`src/rtl/bus_seq_pkg.sv`:
```
package bus_seq_pkg;
  typedef enum logic [2:0] {
    ST_IDLE = 3'd0,
    ST_S01  = 3'd1,
    ST_S23  = 3'd2,
    ST_WAIT = 3'd3,
    ST_S45  = 3'd4
  } bus_st_e;
endpackage

```
`src/rtl/bus_seq_cs_decode.sv`:
```
module bus_seq_cs_decode #(
  parameter int AW   = 16,
  parameter int NREG = 2,
  parameter int DLYW = 2
) (
  input  logic [AW-1:0]        addr_i,
  input  logic [NREG*AW-1:0]   base_i,
  input  logic [NREG*AW-1:0]   mask_i,
  input  logic [NREG-1:0]      en_i,
  input  logic [NREG-1:0]      fast_i,
  input  logic [NREG*DLYW-1:0] dly_i,
  output logic                 hit_o,
  output logic                 fast_o,
  output logic [DLYW-1:0]      dly_o
);
  logic [NREG-1:0] match;

  for (genvar k = 0; k < NREG; k++) begin : g_rgn
    assign match[k] = en_i[k] &&
      ((addr_i & mask_i[k*AW +: AW]) == (base_i[k*AW +: AW] & mask_i[k*AW +: AW]));
  end

  // lowest index wins: scan downward so the last write is the lowest hit
  always_comb begin
    hit_o  = 1'b0;
    fast_o = 1'b0;
    dly_o  = '0;
    for (int k = NREG - 1; k >= 0; k--) begin
      if (match[k]) begin
        hit_o  = 1'b1;
        fast_o = fast_i[k];
        dly_o  = dly_i[k*DLYW +: DLYW];
      end
    end
  end
endmodule

```
`src/rtl/bus_seq_ack_timer.sv`:
```
module bus_seq_ack_timer #(
  parameter int DLYW = 2
) (
  input  logic            clk_i,
  input  logic            rst_ni,
  input  logic            adv_i,
  input  logic [DLYW-1:0] dly_i,
  output logic            match_o
);
  logic [DLYW-1:0] cnt_q;

  always_ff @(posedge clk_i or negedge rst_ni) begin
    if (!rst_ni)    cnt_q <= '0;
    else if (adv_i) cnt_q <= cnt_q + 1'b1;
    else            cnt_q <= '0;
  end

  assign match_o = (cnt_q == dly_i);
endmodule

```
`src/rtl/bus_seq.sv`:
```
module bus_seq
  import bus_seq_pkg::*;
#(
  parameter int AW   = 16,
  parameter int DW   = 16,
  parameter int NREG = 2,
  parameter int DLYW = 2
) (
  input  logic                 clk_i,
  input  logic                 rst_ni,
  input  logic                 req_i,
  input  logic                 we_i,
  input  logic [AW-1:0]        addr_i,
  input  logic [DW-1:0]        wdata_i,
  output logic                 done_o,
  output logic                 err_o,
  output logic [DW-1:0]        rdata_o,
  input  logic [NREG*AW-1:0]   cs_base_i,
  input  logic [NREG*AW-1:0]   cs_mask_i,
  input  logic [NREG-1:0]      cs_en_i,
  input  logic [NREG-1:0]      cs_fast_i,
  input  logic [NREG*DLYW-1:0] cs_dly_i,
  output logic [AW-1:0]        addr_o,
  output logic                 as_n_o,
  output logic                 ds_n_o,
  output logic                 rw_o,
  output logic [DW-1:0]        dat_o,
  output logic                 dat_oe_o,
  input  logic [DW-1:0]        dat_i,
  input  logic                 ack_n_i,
  input  logic                 berr_n_i
);
  bus_st_e         st_q, st_d;
  logic            we_q, hit_q, fast_q;
  logic [DLYW-1:0] dly_q;
  logic [AW-1:0]   addr_q;
  logic [DW-1:0]   wdata_q, rdata_q;
  logic            done_q, err_q;
  logic            dec_hit, dec_fast;
  logic [DLYW-1:0] dec_dly;
  logic            tmr_match, ack_rec, tmr_adv, accept;

  bus_seq_cs_decode #(.AW(AW), .NREG(NREG), .DLYW(DLYW)) u_dec (
    .addr_i (addr_i),
    .base_i (cs_base_i),
    .mask_i (cs_mask_i),
    .en_i   (cs_en_i),
    .fast_i (cs_fast_i),
    .dly_i  (cs_dly_i),
    .hit_o  (dec_hit),
    .fast_o (dec_fast),
    .dly_o  (dec_dly)
  );

  assign ack_rec = hit_q ? tmr_match : !ack_n_i;
  assign tmr_adv = (st_q == ST_S23 || st_q == ST_WAIT) && !ack_rec;

  bus_seq_ack_timer #(.DLYW(DLYW)) u_tmr (
    .clk_i   (clk_i),
    .rst_ni  (rst_ni),
    .adv_i   (tmr_adv),
    .dly_i   (dly_q),
    .match_o (tmr_match)
  );

  assign accept = (st_q == ST_IDLE) && req_i;

  always_comb begin
    st_d = st_q;
    unique case (st_q)
      ST_IDLE:         if (req_i) st_d = ST_S01;
      ST_S01:          st_d = (hit_q && fast_q) ? ST_S45 : ST_S23;
      ST_S23, ST_WAIT: st_d = ack_rec ? ST_S45 : ST_WAIT;
      ST_S45:          st_d = ST_IDLE;
      default:         st_d = ST_IDLE;
    endcase
  end

  always_ff @(posedge clk_i or negedge rst_ni) begin
    if (!rst_ni) begin
      st_q    <= ST_IDLE;
      we_q    <= 1'b0;
      hit_q   <= 1'b0;
      fast_q  <= 1'b0;
      dly_q   <= '0;
      addr_q  <= '0;
      wdata_q <= '0;
      rdata_q <= '0;
      done_q  <= 1'b0;
      err_q   <= 1'b0;
    end else begin
      st_q   <= st_d;
      done_q <= 1'b0;
      if (accept) begin
        we_q    <= we_i;
        hit_q   <= dec_hit;
        fast_q  <= dec_fast;
        dly_q   <= dec_dly;
        addr_q  <= addr_i;
        wdata_q <= wdata_i;
        err_q   <= 1'b0;
      end
      if (st_q == ST_S45) begin
        done_q <= 1'b1;
        err_q  <= !berr_n_i;
        if (!we_q) rdata_q <= dat_i;
      end
    end
  end

  logic busy;
  assign busy     = (st_q != ST_IDLE);
  assign as_n_o   = !busy;
  assign rw_o     = !busy || !we_q;
  assign ds_n_o   = !busy ? 1'b1 :
                    !we_q ? 1'b0 :
                    (hit_q && fast_q) ? 1'b1 :
                    (st_q == ST_S01);
  assign addr_o   = addr_q;
  assign dat_o    = wdata_q;
  assign dat_oe_o = busy && we_q;
  assign done_o   = done_q;
  assign err_o    = err_q;
  assign rdata_o  = rdata_q;
endmodule

```
`config.mk`:
```
export PLATFORM = sky130hd
export DESIGN_NAME = bus_seq
export DESIGN_NICKNAME = d
export VERILOG_FILES = /design/src/rtl/bus_seq_pkg.sv /design/src/rtl/bus_seq_cs_decode.sv /design/src/rtl/bus_seq_ack_timer.sv /design/src/rtl/bus_seq.sv
export SDC_FILE = /design/constraint.sdc
export NUM_CORES = 1
export LEC_CHECK = 0
export CAP_MARGIN = 20
export CORE_MARGIN = 2
export CORE_UTILIZATION = 60
export CTS_CLUSTER_DIAMETER = 150
export DETAILED_ROUTE_END_ITERATION = 7
export DONT_BUFFER_PORTS = 1
export PLACE_DENSITY = 0.75
export SYNTH_ARGS = -nofsm -noshare
export SYNTH_HDL_FRONTEND = slang
export SYNTH_SLANG_ARGS = --single-unit
```
`constraint.sdc`:
```
create_clock -name clk_i -period 2.6 [get_ports clk_i]
set_clock_uncertainty 0.15 [all_clocks]
set_input_delay 0 -clock clk_i [delete_from_list [all_inputs] [get_ports clk_i]]
set_output_delay 0 -clock clk_i [all_outputs]
set_load 0.02 [all_outputs]
```
After elaboration in Yosys (flattened, before gate mapping)
Index checks and enable logic that the tools add are counted.
W data, S select, Z words.
- logic and storage cells: 61
- output and inout bits: 54
- bits of input ports: 126
- register bits after elaboration: 60
- equality and inequality tests: 8
- add/subtract/negate cells: 1
- bitwise logic cells: 5
- reduce and logical (&&, ||, !) cells: 18
- muxes and demuxes: 18
- operator list (cell ; count):
    $and A16 B16 Y16 ; 4
    $eq A16 B16 Y1 ; 2
    $mux W1 ; 11
    $mux W3 ; 3
    $pmux W3 S3 ; 1
    $eq A3 B2 Y1 const B ; 2
    $logic_and A1 B1 Y1 ; 6
    $mux W2 ; 3
    $logic_not A1 Y1 ; 5
    $eq A3 B1 Y1 const B ; 1
    $eq A3 B3 Y1 const B ; 1
    $logic_not A3 Y1 ; 1
    $reduce_bool A3 Y1 ; 1
    $add A2 B1 Y2 const B ; 1
    $eq A2 B2 Y1 ; 1
    $logic_or A1 B1 Y1 ; 2
    $ne A2 B2 Y1 const B ; 1
    $reduce_and A2 Y1 ; 1
    $reduce_bool A2 Y1 ; 1
    $reduce_or A2 Y1 ; 1
    $not A1 Y1 ; 1

Longest topological paths before layout
Gate-level depths: netlist of run 1.
- depth in word-level cells: 5
- depth in mapped cells: 6
- depth with buffers taken out: 5

By module
Synthesis of run 1 repeated with hierarchy kept, for this count alone.
- cells, all modules: 217
- area, all modules: 2926.6 um2
- by module, submodules not included (module ; cells each ; area an instance (um2) ; seq. area each (um2) ; times used):
    bus_seq ; 142 ; 2301.0 ; 1451.4 ; 1
    bus_seq_cs_decode ; 67 ; 530.5 ; 0.0 ; 1
    bus_seq_ack_timer ; 8 ; 95.1 ; 50.0 ; 1

Least setup slack after synthesis of run 1
Ideal clock, no wire load.
- path type: register to register
- from: reg st_q[2]
- to: reg dly_q[0]
- cell stages (with the launch flop): 7
- period minus slack after synthesis: 2.123 ns
- arrival time: 1.887 ns
- data required time: 2.364 ns
- path slack: 0.477 ns
- path buffers: 1
- setup time: 0.086 ns
- cell sequence: dfrtp_1 -> nor3_4 -> and2_1 -> buf_4 -> nand4_1 -> or4_1 -> a32oi_1
- cells in the longest elaborated chain, start to end: 2
- ends and longest elaborated chain (element ; line ; source):
    start, declared ; bus_seq.sv:33 ; bus_st_e st_q, st_d;
    start signal, assigned ; bus_seq.sv:92 ; st_q <= st_d;
    $logic_not A3 Y1 ; bus_seq.sv:66 ; assign accept = (st_q == ST_IDLE) && req_i;
    $logic_and A1 B1 Y1 ; bus_seq.sv:66 ;
    end signal, assigned ; bus_seq.sv:98 ; dly_q <= dec_dly;
    end, declared ; bus_seq.sv:35 ; logic [DLYW-1:0] dly_q;
Every way passes these cells.
A chain may end at the register's enable or synchronous reset.

Worst setup path in the final report of run 1
- from: reg st_q[0]
- to: reg dly_q[1]
The elaborated chain is that of the path after synthesis.

==> impl_metrics.py, run 1 <==
metrics = {
    "timing": {
        "setup_ws_ns": 0.114,
        "tightestPinTransition_ns": 0.660,
        "slew-limit-headroom_pct": 56.0,
        "fmax_mhz": 402,
        "finalCriticalPeriod_ns": 2.49,
        "setup_viol": 0,
        "fin_hold_ws_ns": -0.0417,
        "finalHoldViolCount": 1,
        "rsz0062_at_grt": "no",
        "period_share_pct": 95.6,
        "fin_tns_setup_ns": 0,
        "maxSlewViolCount": 0,
    },
    "yosys": {
        "synth_xor_area_share_pct": 10.8,
        "synth_nets": 414,
        "synth.avg_cell_area_um2": 9.85,
        "yosys.area_share.simple_pct": 19.9,
        "synth_warnings": 0,
        "async_flop_share_pct": 100,
        "synth_top_family_by_area": "simple AND/OR/NAND/NOR gates",
        "synth_compound_area_share_pct": 7.94,
        "synth_edf_count": 0,
        "ys_seq_area_share_pct": 52.9,
        "synth_mux_area_share_pct": 6.35,
        "ys_types": 32,
        "syn_inst": 288,
        "synth_adder_area_share_pct": 0,
        "synth_ff_type": "dfrtp_1",
        "synthesis.area_um2": 2840,
        "synth-seq-cells": 60,
    },
    "detailed_routing": {
        "wl_per_cell_um": 20.3,
        "dr.pass1.iters": 4,
        "drt_iter0_drc": 145,
        "antenna_left": 0,
        "drc": 0,
        "drt-total-wl_mm": 8.61,
        "vias": 2450,
        "vias_per_cell": 5.78,
    },
    "layout": {
        "drive_gt1_share_pct": 12.4,
        "n_antenna_cell": 0,
        "fin_util_pct": 82.8,
        "nets": 492,
        "fillers": 267,
        "area_delta_synth_final_pct": 35.2,
        "final_area_um2": 3830,
    },
    "clock_tree": {
        "h-tree-depth": 3,
        "clkSinkCount": 60,
        "root_buffer": "clkbuf_8",
        "numCtsBuffers": 9,
        "clkSlewWorstSetupHoldPaths_ns": 0.07,
        "clock_latency_ns": 0.32,
        "cts_max_path_buffers": 2,
        "cts_tree": "yes",
    },
    "global_route": {
        "antenna_found_initial": 0,
        "grt_pass1_wl_mm": 12.3,
        "grt_pass1_vias": 2533,
        "grtUsageTotal_pct": 31.6,
        "grt_start_max_net_pins": 61,
        "grt-ovfl-total": 0,
    },
    "setup_path": {
        "r2r_slack_ns": 0.11,
        "crit_path_end_kind": "flop",
        "worstReg2RegEnd": "dly_q[1]$_DFFE_PN0P_",
        "path_class": "flop to flop",
        "path_max_fanout": 4,
        "cp.arrival_ns": 2.59,
        "r2r_start": "st_q[0]$_DFFE_PN0P_",
        "reg2reg_depth": 6,
        "required_ns": 2.70,
        "critPathLaunchType": "flop",
    },
    "status": {
        "outcome": "complete, but fails checks",
        "violations": "hold timing",
    },
    "floorplanning": {
        "initial_core_util_pct": 61.3,
        "ios": 180,
        "die_w_um": 72.8,
        "core_area_um2": 4630,
        "num_rows": 25,
        "die_area_um2": 5290,
        "die_h_um": 72.8,
    },
    "placement": {
        "place_area_um2": 2900,
        "gp_congestion": 0.879,
        "dp_slack_ns": 0.585,
        "io_buffer_count": 0,
        "dp_hpwl_mm": 5.38,
    },
    "pwr": {
        "ir_drop_uv": 567,
        "power_density_nw_per_um2": 1060,
        "p_leak_nw": 1.83,
    },
    "worst_hold_path": {
        "min_to": "fast_q$_DFFE_PN0P_",
        "hold_depth": 4,
        "min_from": "cs_mask_i[30]",
        "hp-class": "input pin to flop",
    },
    "job": {
        "drv_cap": 0,
    },
}
registers in the layout (all words and copies together) (netlist names):
name,flops
addr_o,16
we_q,1
dat_o,16
st_q,3
err_o,1
hit_q,1
u_tmr.cnt_q,2
rdata_o,16
done_o,1
fast_q,1
dly_q,2
cells in the mapped netlist (2+ instances only):
library cell	n	area, µm²
xor2_1	32	280
a22oi_1	13	97.6
nor2_1	7	26.3
xnor2_1	3	26.3
nand4_1	3	18.8
nand3_1	2	10.0
dfrtp_1	60	1500
clkbuf_1	6	22.5
inv_1	4	15.0
nand2_1	114	428
o31ai_1	3	22.5
o31a_1	3	26.3
mux2_2	16	180
a32oi_1	4	35.0
cell type report:
type | count | area (µm²) | area share [%]
clock buffer | 14 | 173 | 4.50
clock inverter | 1 | 30.0 | 0.783
inverter | 5 | 18.8 | 0.489
multi-input combinational | 214 | 1280 | 33.5
sequential | 60 | 1500 | 39.2
tap | 54 | 67.6 | 1.76
timing repair buffer | 76 | 758 | 19.8
critical path, cell delays in order, from the launching register on:
cell and delay, ns:
dfrtp_1 0.43, nor3_4 0.22, buf_4 0.19, nand2_1 0.08, or4_4 0.57, a32oi_1 0.20
dlygate4sd3_1 0.58
cells in the final DEF (no fill, tap or decap), types with 4 or more instances in the layout:
master         instances
nand2_1              114
dlygate4sd3_1         67
dfrtp_1               58
xor2_1                32
mux2_2                16
a22oi_1               13
clkbuf_8              12
buf_4                  8
nor2_1                 7
inv_1                  4
a32oi_1                4
per-layer routing:
| layer | global-route usage [%] | vias up | wire length [µm] |
|---|---|---|---|
| li1 | - | 1109 | - |
| met1 | 33.9 | 1167 | 3000 |
| met2 | 57.4 | 155 | 4590 |
| met3 | 10.5 | 19 | 835 |
| met4 | 11.9 | 0 | 174 |
| met5 | 0 | - | 0 |
report_power, final:
group	internal (mW)	switching [mW]
registers	1.34	0.799
clock network	0.517	0.334
logic	0.469	0.594
total	2.33	1.73
through the flow:
step                cells  hold WS, ns  total power [mW]
finish                424      -0.0417              4.05
global route          424      0.00744              4.26
CTS                   416       0.0657              3.94
detailed placement    337       -0.444              3.00
global placement      337       -0.444              2.95
floorplan             288       -0.446              2.74
worst max-delay path by stage:
stage	from	to	slack, ns
3_5_place_dp	st_q[2]$_DFFE_PN0P_	dly_q[0]$_DFFE_PN0P_	0.58
5_1_grt	st_q[0]$_DFFE_PN0P_	dly_q[0]$_DFFE_PN0P_	0.01
4_1_cts	st_q[1]$_DFFE_PN0P_	dly_q[0]$_DFFE_PN0P_	0.04
3_3_place_gp	st_q[2]$_DFFE_PN0P_	dly_q[0]$_DFFE_PN0P_	0.68
2_1_floorplan	st_q[2]$_DFFE_PN0P_	dly_q[0]$_DFFE_PN0P_	0.48
6_report	st_q[0]$_DFFE_PN0P_	dly_q[1]$_DFFE_PN0P_	0.11
repair_timing:
item,in CTS,in global routing
hold endpoints to repair,119,1
setup buffers,0,4
resized for setup,0,4
endpoints found under the setup margin,0,3
hold buffers,64,5
cells by family after synthesis:
group	after synthesis
buffers and inverters	14
AND/OR/NAND/NOR	134
flip-flops	60
AO/OA/AOI/OAI	29
XOR/XNOR	35
multiplexers	16
No activity file was read; power rests on OpenSTA's default activity.
==> run 2: changes to the inputs <==
Settings changed: BUFFER_PORTS_ARGS from default to -buffer_cell sky130_fd_sc_hd__clkbuf_2, CORE_UTILIZATION 60 to 43, DONT_BUFFER_PORTS 1 to default, PLACE_DENSITY 0.75 to 0.8.
==> impl_metrics.py, run 2 (synthesis results as in run 1) <==
metrics = {
    "global_route": {
        "grtUsageTotal_pct": 28.8,
        "grt-ovfl-total": 0,
        "antenna_found_initial": 0,
        "grt_start_max_net_pins": 43,
        "grt_pass1_wl_mm": 15.9,
        "grt_pass1_vias": 3300,
    },
    "setup_path": {
        "worstReg2RegEnd": "dly_q[0]$_DFFE_PN0P_",
        "reg2reg_depth": 6,
        "r2r_slack_ns": 0.03,
        "path_max_fanout": 4,
        "required_ns": 2.72,
        "critPathLaunchType": "input pin",
        "cp.arrival_ns": 2.74,
        "path_class": "input pin to flop",
        "crit_path_end_kind": "flop",
        "r2r_start": "st_q[2]$_DFFE_PN0P_",
    },
    "floorplanning": {
        "num_rows": 29,
        "die_w_um": 85.2,
        "ios": 180,
        "core_area_um2": 6350,
        "die_area_um2": 7260,
        "die_h_um": 85.2,
        "initial_core_util_pct": 44.7,
    },
    "pwr": {
        "p_comb_share_pct": 44.4,
        "p_leak_nw": 2.55,
        "power_density_nw_per_um2": 965,
        "clkPwrFrac_pct": 20.4,
        "p_sw_mw": 1.88,
        "finalPower_mw": 4.54,
        "p_int_mw": 2.66,
        "ir_drop_uv": 771,
        "p_sw_share_pct": 41.5,
        "p_seq_share_pct": 35.2,
    },
    "timing": {
        "maxSlewViolCount": 0,
        "tightestPinTransition_ns": 0.529,
        "fmax_mhz": 382,
        "fin_hold_ws_ns": -0.0175,
        "setup_ws_ns": -0.0163,
        "fin_tns_setup_ns": -0.0163,
        "period_share_pct": 101,
        "slew-limit-headroom_pct": 64.7,
        "finalHoldViolCount": 1,
        "setup_viol": 1,
        "finalCriticalPeriod_ns": 2.62,
    },
    "clock_tree": {
        "numCtsBuffers": 9,
        "cts_tree": "yes",
        "root_buffer": "clkbuf_8",
        "h-tree-depth": 3,
        "clkSlewWorstSetupHoldPaths_ns": 0.07,
        "clock_latency_ns": 0.34,
        "cts_max_path_buffers": 2,
        "clkSinkCount": 60,
    },
    "detailed_routing": {
        "wl_per_cell_um": 16.7,
        "vias_per_cell": 5.08,
        "drc": 0,
        "drt-total-wl_mm": 10.4,
        "dr.pass1.iters": 4,
        "drt_iter0_drc": 167,
        "antenna_left": 0,
        "vias": 3152,
    },
    "layout": {
        "n_antenna_cell": 0,
        "mostFrequentLayoutCell": "clkbuf_2",
        "multiInputGateArea_um2": 1290,
        "area_delta_synth_final_pct": 65.8,
        "fillers": 432,
        "nets": 666,
        "fin_util_pct": 74.1,
        "final_cell_mix": "clkbuf_2 (179), nand2_1 (114), dlygate4sd3_1 (61)",
        "final_area_um2": 4700,
        "register_area_um2": 1500,
        "drive_gt1_share_pct": 41.8,
    },
    "worst_hold_path": {
        "hold_depth": 5,
        "hp-class": "input pin to flop",
        "min_from": "cs_mask_i[27]",
        "min_to": "fast_q$_DFFE_PN0P_",
    },
    "placement": {
        "dp_slack_ns": 0.547,
        "io_buffer_count": 179,
        "dp_hpwl_mm": 6.70,
        "gp_congestion": 0.837,
        "place_area_um2": 3820,
    },
    "status": {
        "violations": "hold timing, setup timing",
        "outcome": "complete, but fails checks",
    },
    "job": {
        "drv_cap": 0,
    },
}
==> run 2: changes by cell type in the layout (fill, tap and decap cells not counted), moves of 2 or more <==
cell	delta
clkbuf_2	+179
a22oi_2	+2
clkbuf_1	-2
buf_4	+2
dlygate4sd3_1	-6
clkinvlp_4	+2
a22oi_1	-2
clkbuf_8	-2
==> run 2: metrics by stage <==
stage               cells  hold slack [ns]
detailed placement    539           -0.152
global route          620          -0.0153
finish                620          -0.0175
floorplan             288           -0.446
global placement      539           -0.172
CTS                   613           0.0132
==> run 2: critical path, cell delays in order <==
cell and delay [ns]:
dlygate4sd3_1 0.53, clkbuf_2 0.14, xor2_1 0.16, a222oi_1 0.31
buf_4 0.19, inv_2 0.05, or4_4 0.54, a32oi_1 0.23
dlygate4sd3_1 0.59
==> run 2: power groups by stage <==
stage	registers, mW	logic [mW]	clock network [mW]
3_5_place_dp	1.60	1.90	0
4_1_cts	1.58	1.97	0.940
3_3_place_gp	1.57	1.85	0
2_1_floorplan	2.04	0.707	0
5_1_grt	1.64	2.18	0.980
6_report	1.60	2.02	0.926
==> run 2: layer usage <==
| layer | routed length (µm) | track usage (%) | vias up |
|---|---|---|---|
| li1 | - | - | 1459 |
| met1 | 3640 | 31.4 | 1443 |
| met2 | 5400 | 51.8 | 200 |
| met3 | 830 | 6.42 | 50 |
| met4 | 492 | 15.2 | 0 |
| met5 | 0 | 0 | - |
==> run 2: final cells by class <==
class	count	area share, %
Clock inverter	4	1.60
Sequential cell	60	31.9
Timing Repair Buffer	250	33.6
Clock buffer	10	2.93
Tap cell	77	2.05
Inverter	5	0.399
Multi-Input combinational cell	214	27.5
==> run 2: how the worst max path moves through the flow <==
stage / start / to / cells past startpoint
floorplan: st_q[2]$_DFFE_PN0P_ / dly_q[0]$_DFFE_PN0P_ / 6
global placement: st_q[2]$_DFFE_PN0P_ / dly_q[0]$_DFFE_PN0P_ / 5
detailed placement: st_q[1]$_DFFE_PN0P_ / fast_q$_DFFE_PN0P_ / 5
CTS: addr_i[11] / dly_q[1]$_DFFE_PN0P_ / 8
global route: addr_i[11] / dly_q[1]$_DFFE_PN0P_ / 9
finish: addr_i[11] / dly_q[0]$_DFFE_PN0P_ / 9
==> run 2: timing repair <==
item	in CTS	in global routing
hold endpoints to repair	72	1
setup endpoints to repair	0	2
hold buffers	60	1
setup buffers	0	6
resized for setup	0	4
==> run 3: changes to the inputs <==
Settings changed: ABC_AREA from default to 1, CORE_UTILIZATION 43 to 44, PLACE_DENSITY 0.8 to 0.83.
==> impl_metrics.py, run 3 <==
metrics = {
    "status": {
        "outcome": "finished, final reports clean",
    },
    "yosys": {
        "synth_common_cells": "nand2_1 (160), dfrtp_1 (60), inv_1 (38)",
        "synth.top_cell.area_share_pct": 49.3,
        "synth.avg_cell_area_um2": 7.94,
        "synth.largest_area_cell": "dfrtp_1",
        "synth-seq-cells": 60,
        "syn_inst": 384,
        "async_flop_share_pct": 100,
        "ys_types": 25,
        "synth_most_common_cell": "nand2_1",
        "synth_edf_count": 0,
        "synth_nets": 510,
        "synth_ff_type": "dfrtp_1",
        "synth_warnings": 0,
        "ys_seq_area_share_pct": 49.3,
        "synthesis.area_um2": 3050,
        "synth_area_leaders": "dfrtp_1 (49%), nand2_1 (20%), nand3_1 (5.1%), mux2_4 (4.9%), inv_1 (4.7%)",
    },
    "timing": {
        "finalCriticalPeriod_ns": 2.34,
        "fmax_mhz": 427,
        "period_share_pct": 90.0,
        "rsz0062_at_grt": "no",
        "slew-limit-headroom_pct": 52.9,
        "tightestPinTransition_ns": 0.707,
        "setup_viol": 0,
        "fin_tns_setup_ns": 0,
        "fin_hold_ws_ns": 0.105,
        "maxSlewViolCount": 0,
        "finalHoldViolCount": 0,
    },
    "detailed_routing": {
        "drc": 0,
        "drt-total-wl_mm": 9.20,
        "vias_per_cell": 4.73,
        "wl_met2_mm": 4.66,
        "routed.top_layer": "met4",
        "wl_met1_mm": 3.59,
        "wl_per_cell_um": 12.9,
        "dr.pass1.iters": 4,
        "dr_wl_met3_um": 621,
        "antenna_left": 0,
        "drt_iter0_drc": 96,
        "vias": 3360,
    },
    "setup_path": {
        "path_max_fanout": 27,
        "path_class": "flop to flop",
        "critPathLaunchType": "flop",
        "required_ns": 2.73,
        "r2r_start": "st_q[1]$_DFFE_PN0P_",
        "crit_path_end_kind": "flop",
        "cp.arrival_ns": 2.47,
        "worstReg2RegEnd": "dly_q[0]$_DFFE_PN0P_",
        "reg2reg_depth": 8,
        "r2r_slack_ns": 0.26,
    },
    "clock_tree": {
        "cts_max_path_buffers": 2,
        "clock_latency_ns": 0.33,
        "clkSinkCount": 60,
        "clkSlewWorstSetupHoldPaths_ns": 0.07,
        "root_buffer": "clkbuf_8",
        "numCtsBuffers": 9,
        "cts_tree": "yes",
        "cts_setup_buffers": 0,
        "h-tree-depth": 3,
    },
    "layout": {
        "n_antenna_cell": 0,
        "mostFrequentLayoutCell": "clkbuf_2",
        "nets": 753,
        "register_area_um2": 1500,
        "fillers": 521,
        "area_delta_synth_final_pct": 57.8,
        "multiInputGateArea_um2": 1340,
        "final_cell_mix": "clkbuf_2 (179), nand2_1 (160), dfrtp_1 (60)",
        "drive_gt1_share_pct": 35.0,
    },
    "placement": {
        "dp_hpwl_mm": 6.15,
        "gp_congestion": 0.810,
        "io_buffer_count": 179,
    },
    "worst_hold_path": {
        "hp-class": "input pin to async pin",
    },
    "global_route": {
        "antenna_found_initial": 0,
        "grtUsageTotal_pct": 24.7,
        "grt_start_max_net_pins": 34,
        "grt_pass1_wl_mm": 14.5,
        "grt_pass1_vias": 3387,
        "grt-ovfl-total": 0,
    },
    "floorplanning": {
        "ios": 180,
        "die_w_um": 87.2,
        "initial_core_util_pct": 45.1,
        "die_area_um2": 7610,
        "num_rows": 30,
        "die_h_um": 87.2,
        "core_area_um2": 6760,
    },
    "pwr": {
        "ir_drop_uv": 458,
        "power_density_nw_per_um2": 926,
        "p_leak_nw": 2.80,
    },
    "job": {
        "drv_cap": 0,
    },
}
[run 3: area by class of cell]
class / count / area share (%)
tap: 80 / 2.08
clock inverter: 4 / 1.01
clock buffer: 11 / 3.15
timing repair buffer: 240 / 31.5
sequential: 60 / 31.2
inverter: 40 / 3.17
multi-input combinational: 276 / 27.9
[run 3: power by group]
group	switching [mW]	internal, mW	leakage [nW]
Sequential	0.254	1.35	0.744
Clock	0.355	0.488	0.105
Combinational	1.24	0.769	1.95
[run 3: critical path, cell delays in order, from the launching register on]
cell	delay, ns
dfrtp_1	0.44
nor2_2	0.16
inv_2	0.07
nor2_4	0.12
nand2_2	0.27
inv_4	0.33
nand3_1	0.11
dlygate4sd3_1	0.56
nand2_1	0.06
[run 3: per-stage QoR]
step | total power [mW] | setup WS, ns | instance area [µm²] | instances | util [%]
6_report | 4.46 | 0.260 | 4810 | 711 | 71.2
5_1_grt | 4.76 | 0.0559 | 4810 | 711 | 71.2
4_1_cts | 4.46 | 0.0598 | 4800 | 711 | 71.1
3_5_place_dp | 3.54 | 0.673 | 4010 | 637 | 59.4
3_3_place_gp | 3.47 | 0.743 | 4010 | 637 | 59.4
2_1_floorplan | 2.84 | 1.04 | 3050 | 384 | -
[run 3: worst max-delay path by stage]
stage                                 end  cells past startpoint  slack (ns)                 from
floorplan           dat_o[10]$_DFFE_PN0P_                      8        1.04  st_q[1]$_DFFE_PN0P_
global placement     dly_q[1]$_DFFE_PN0P_                      7        0.74  st_q[1]$_DFFE_PN0P_
detailed placement       we_q$_DFFE_PN0P_                      6        0.67  st_q[1]$_DFFE_PN0P_
CTS                    fast_q$_DFFE_PN0P_                     14        0.06            addr_i[5]
global route         dly_q[0]$_DFFE_PN0P_                      8        0.06  st_q[1]$_DFFE_PN0P_
finish               dly_q[0]$_DFFE_PN0P_                      8        0.26  st_q[1]$_DFFE_PN0P_
[run 3: layer usage]
metal / vias to the layer above / track usage (%)
met4: 0 / 14.1
met1: 1504 / 26.0
met2: 140 / 44.2
met5: - / 0
met3: 32 / 6.73
li1: 1684 / -
[run 3: timing repair]
action,CTS,global route
endpoints found under the setup margin,0,3
hold endpoints to repair,81,1
hold buffers,59,1
gates resized for setup,0,5
[run 3: kinds of logic (layout without fill, tap and decap cells)]
logic type	after synthesis	count (layout)	share of synthesized area [%]
DFF	60	60	49.3
AOI/OAI and AO/OA	26	26	4.60
xor gates and xnor gates	4	4	1.15
muxes	16	16	7.14
and+or+nand+nor	230	230	31.0
buffers and inverters	48	295	6.86
